<file path="config.mk">
export PLATFORM = sky130hd
export DESIGN_NAME = seg_compress_row
export DESIGN_NICKNAME = d
export VERILOG_FILES = /design/src/rtl/segcmp_pkg.sv /design/src/rtl/cmp42_hgen.sv /design/src/rtl/cmp42_cell.sv /design/src/rtl/cmp42_row.sv /design/src/rtl/seg_compress_row.sv
export SDC_FILE = /design/constraint.sdc
export NUM_CORES = 1
export LEC_CHECK = 0
export BUFFER_PORTS_ARGS = -buffer_cell sky130_fd_sc_hd__buf_2
export CORE_ASPECT_RATIO = 0.75
export CORE_UTILIZATION = 35
export CTS_CLUSTER_SIZE = 20
export DETAILED_ROUTE_END_ITERATION = 12
export SYNTH_ARGS = -nofsm -noshare
export SYNTH_HDL_FRONTEND = slang
export SYNTH_HIERARCHICAL = 1
export SYNTH_SLANG_ARGS = --single-unit
</file>
<file path="constraint.sdc">
create_clock -name clk -period 2.04 [get_ports clk]
set_input_delay 0.408 -clock clk [delete_from_list [all_inputs] [get_ports clk]]
set_output_delay 0.408 -clock clk [all_outputs]
set_load 0.02 [all_outputs]
</file>
<file path="src/rtl/segcmp_pkg.sv">
package segcmp_pkg;

  function automatic logic maj3(input logic x, input logic y, input logic z);
    return (x & y) | (x & z) | (y & z);
  endfunction

  function automatic logic xor3(input logic x, input logic y, input logic z);
    return x ^ y ^ z;
  endfunction

endpackage

</file>
<file path="src/rtl/cmp42_hgen.sv">
// Horizontal carry of one 4:2 bit: depends only on three operand bits.
module cmp42_hgen
  import segcmp_pkg::*;
(
  input  logic a,
  input  logic b,
  input  logic c,
  output logic h
);
  assign h = maj3(a, b, c);
endmodule

</file>
<file path="src/rtl/cmp42_cell.sv">
// Sum and weighted carry of one 4:2 bit, with a kill on the weighted carry.
module cmp42_cell
  import segcmp_pkg::*;
(
  input  logic a,
  input  logic b,
  input  logic c,
  input  logic d,
  input  logic ci,
  input  logic kill_w,
  output logic s,
  output logic cw
);
  logic s1;
  assign s1 = xor3(a, b, c);
  assign s  = xor3(s1, d, ci);
  assign cw = maj3(s1, d, ci) & ~kill_w;
endmodule

</file>
<file path="src/rtl/cmp42_row.sv">
// Combinational row of 4:2 bits with cuttable segment boundaries.
module cmp42_row #(
  parameter int SEG_W = 9,
  parameter int NSEG  = 3
) (
  input  logic [NSEG*SEG_W-1:0] op_a,
  input  logic [NSEG*SEG_W-1:0] op_b,
  input  logic [NSEG*SEG_W-1:0] op_c,
  input  logic [NSEG*SEG_W-1:0] op_d,
  input  logic [NSEG-2:0]       cut,
  output logic [NSEG*SEG_W-1:0] sum,
  output logic [NSEG*SEG_W-1:0] carry
);
  localparam int W = NSEG * SEG_W;

  logic [W-2:0] hx;
  logic [W-1:0] cin;
  logic [W-1:0] kill;

  for (genvar i = 0; i < W; i++) begin : g_bit
    if (i < W - 1) begin : g_h
      cmp42_hgen u_h (
        .a(op_a[i]), .b(op_b[i]), .c(op_c[i]), .h(hx[i])
      );
    end

    if (i == 0) begin : g_ci0
      assign cin[i] = 1'b0;
    end else if ((i % SEG_W) == 0) begin : g_cib
      assign cin[i] = hx[i-1] & ~cut[(i / SEG_W) - 1];
    end else begin : g_cin
      assign cin[i] = hx[i-1];
    end

    if (i == W - 1) begin : g_ktop
      assign kill[i] = 1'b1;
    end else if ((i % SEG_W) == SEG_W - 1) begin : g_kseg
      assign kill[i] = cut[i / SEG_W];
    end else begin : g_knone
      assign kill[i] = 1'b0;
    end

    cmp42_cell u_cell (
      .a(op_a[i]), .b(op_b[i]), .c(op_c[i]), .d(op_d[i]),
      .ci(cin[i]), .kill_w(kill[i]),
      .s(sum[i]), .cw(carry[i])
    );
  end
endmodule

</file>
<file path="src/rtl/seg_compress_row.sv">
module seg_compress_row #(
  parameter int SEG_W = 9,
  parameter int NSEG  = 3
) (
  input  logic                  clk,
  input  logic                  rst,
  input  logic [NSEG*SEG_W-1:0] op_a,
  input  logic [NSEG*SEG_W-1:0] op_b,
  input  logic [NSEG*SEG_W-1:0] op_c,
  input  logic [NSEG*SEG_W-1:0] op_d,
  input  logic [NSEG-2:0]       cut,
  output logic [NSEG*SEG_W-1:0] sum_q,
  output logic [NSEG*SEG_W-1:0] carry_q
);
  localparam int W = NSEG * SEG_W;

  logic [W-1:0] sum_n;
  logic [W-1:0] carry_n;

  cmp42_row #(.SEG_W(SEG_W), .NSEG(NSEG)) u_row (
    .op_a(op_a), .op_b(op_b), .op_c(op_c), .op_d(op_d),
    .cut(cut), .sum(sum_n), .carry(carry_n)
  );

  always_ff @(posedge clk) begin
    if (rst) begin
      sum_q   <= '0;
      carry_q <= '0;
    end else begin
      sum_q   <= sum_n;
      carry_q <= carry_n;
    end
  end
endmodule

</file>
# == Word level (Yosys, flattened, before mapping) ==
# Index checks and enable logic that the tools add are counted.
# classes
add_sub_neg,0
n_mul,0
div_mod_pow,0
order_cmp,0
eq_ne,0
n_shift,0
mux,0
bitwise_logic,369
reduce_logical,0
# ops
op,count
AND 1 bit,158
bitwise XOR 1 bit,107
OR 1 bit,102
inverter 1 bit,2
# totals
ff_bits,54
latch_bits,0
ramBits,0
mem_bits_ro,0
in_bits,112
out_inout_bits,54
elab_cells,372
memories,0

# == Depth between registers and ports, before layout ==
# depth
word_depth,7
ltp_mapped,6
depth_no_buf,6

# == Cells and area by module ==
# Netlist, hierarchy kept.
# by_module_without_submodules
module,n_inst,cells_each,area_each_um2,seq_area_each_um2
cmp42_cell,27,6,57.6,0.0
seg_compress_row,1,113,1443.9,1081.0
cmp42_hgen,26,1,11.3,0.0
cmp42_row,1,4,35.0,0.0

# == Worst setup path before layout ==
# No wires, ideal clock.
# synth_timing
path_kind,input port to flip-flop
start,in op_b[17]
end,reg sum_q[17]
setup_ns,0.118
arrival_time_ns,1.464
t_required_ns,1.922
path_slack_ns,0.459
stages,4
n_path_buf,0
path_cell_list,xnor3_1 fa_1 inv_1 nor2b_1
# synth_via
elab_chain_cells,4
# synth_lines
element,line_no,text
"start, declared",seg_compress_row.sv:8,"input logic [NSEG*SEG_W-1:0] op_b,"
bitwise XOR 1 bit (4 in a row),segcmp_pkg.sv:8,return x ^ y ^ z;
via sum_n[17],seg_compress_row.sv:17,logic [W-1:0] sum_n;
"end signal, assigned",seg_compress_row.sv:30,sum_q <= sum_n;
"end, declared",seg_compress_row.sv:12,"output logic [NSEG*SEG_W-1:0] sum_q,"
# The timed path passes the listed nets, and every way through them passes these cells.
# A chain may end at the register's enable or synchronous reset.

# == Final worst setup path ==
# Ends and elaborated chain as after synthesis.

==> metrics.yaml <==
drive_gt1_share_pct: 40.6
path_buf_inv: 2
hp-class: "primary input to flop"
drc: 0
synthCells: 305
routedWlPerCell_um: 10.4
cap_violations: 0
cts-root-buf: "clkbuf_16"
nNetsFinal: 636
clk_path_buf_depth: 2
power.density_nw_per_um2: 692
cts_setup_buffers: 0
worstPathRequired_ps: 2200
fp.dieW_um: 115
cts_hold_buf: 0
setup_viol: 0
seq_area_frac_synth_pct: 32.5
cts.clk_slew.worst_paths_ps: 70
p_leak_nw: 2.64
dr.pass1.iters: 4
power.total_mw: 3.16
synth_most_common_cell: "inv_1"
clock-sinks: 54
syn2layout_area_growth_pct: 37.2
syn_area_per_cell_um2: 10.9
fin_crit_sh_pct: 70.4
antenna_found_initial: 0
fin_ws_ps: 605
grt_pass1_vias: 2442
nFillCells: 876
fin_area_um2: 4560
cp_top_family: "adder cells"
ant_nets: 0
syn_area_um2: 3330
globalRouteOverflowTotal: 0
synthArstFlopShare_pct: 0
cp-end-kind: "flop"
die-height_um: 86.4
grt_pass1_wl_mm: 10.6
wl_mm: 6.50
grt_setup_unrepaired: "no"
vias_per_cell: 3.89
fmax_mhz: 697
synth.distinct_cells: 10
worstPathArrival_ps: 1600
cts_made_buffers: 5
n_antenna_cell: 0
synth-seq-cells: 54
htreeDepth: 2
start_util_pct: 36.5
grtUsageTotal_pct: 13.8
io_pins: 166
synth_top_area_share_pct: 32.5
fin_tns_setup_ps: 0
layout_min_cycle_time_ps: 1440
drtIter0Drc: 29
gp_congestion: 0.741
dpl.hpwl_mm: 5.44
max_stage_delay_ps: 540
critPathLaunchType: "primary input"
post_cts_resized: 0
finalHoldViolCount: 0
synth_area_leader_cell: "dfxtp_1"
cp_cell_sequence: "buf_2 -> xnor3_1 -> fa_1 -> inv_1 -> nor2b_1"
grt_max_degree: 36
portBuffers: 165
vias: 2436
fp-row-count: 30
cts_tree: "built"
post-place-ws_ps: 303
multi_input_area_um2: 2010
critPathKind: "primary input to flop"
regArea_um2: 1080
synth_edf_count: 0
core_um2: 9120
synthTopCellsByCount: "inv_1, dfxtp_1, nor2b_1"
ir_worst_vdd_mv: 0.365
dpl-instance-area_um2: 4400
die_area_um2: 9900
status: "complete, no violations"
yosys-top-cells-area: "dfxtp_1, xnor3_1, fa_1, nor2b_1, inv_1"
cp_max_fo: 2
synth_warnings: 6
synth-main-ff-cell: "dfxtp_1"
cp_slowest_cell: "fa_1"
slew_viol_final: 0
flip-flops by register name (all words and copies together) (netlist names):
| signal | cells |
|---|---|
| carry_q | 27 |
| sum_q | 27 |
routing by layer:
layer	global-route usage, %	wire (um)	vias up
li1	-	-	1242
met1	15.9	2790	1091
met2	24.8	2990	101
met3	5.73	698	2
met4	1.77	24	0
met5	0	0	-
power by group:
| group | switching (mW) | internal [mW] | total [mW] |
|---|---|---|---|
| Combinational | 0.501 | 0.510 | 1.01 |
| Clock | 0.383 | 0.557 | 0.940 |
| Sequential | 0.0281 | 1.18 | 1.21 |
cell usage in the layout, fill, tap and decap left out:
master     synthesis  final
maj3_2            26     26
dfxtp_1           54     54
fa_1              27     27
nor2_1            27     27
clkbuf_16          0      5
clkbuf_8           0      3
nor2b_1           54     54
buf_2              5    165
inv_1             81     81
xnor3_1           27     27
nor2b_4            2      2
buf_12             0      1
conb_1             2     26
logic make-up after synthesis:
kind of cell	Yosys count	share of synthesized area, %
buffers and inverters	86	9.89
AND/OR/NAND/NOR	83	14.0
flip-flops	54	32.5
adder cells (fa/ha/maj)	53	25.1
XOR/XNOR	27	18.3
other	2	0.226
final timing paths:
path,depth (start not counted),slack [ps],end,start
max,5,600,sum_q[17]$_SDFF_PP0_,op_b[17]
min,3,430,carry_q[8]$_SDFF_PP0_,cut[0]
through the flow:
| stage | std cells | hold slack [ps] | util [%] |
|---|---|---|---|
| 6_report | 626 | 434 | 50.0 |
| 5_1_grt | 626 | 431 | 50.0 |
| 4_1_cts | 626 | 432 | 50.0 |
| 3_5_place_dp | 618 | 744 | 48.2 |
| 3_3_place_gp | 618 | 733 | 48.2 |
| 2_1_floorplan | 329 | 480 | - |
area by class of cell:
cell class	count	share of cell area [%]
Multi-Input combinational cell	189	44.0
Sequential cell	54	23.7
Timing Repair Buffer	166	18.5
Inverter	81	6.66
Clock buffer	8	3.65
Tap cell	128	3.51
(Power assumes the default switching activity.)
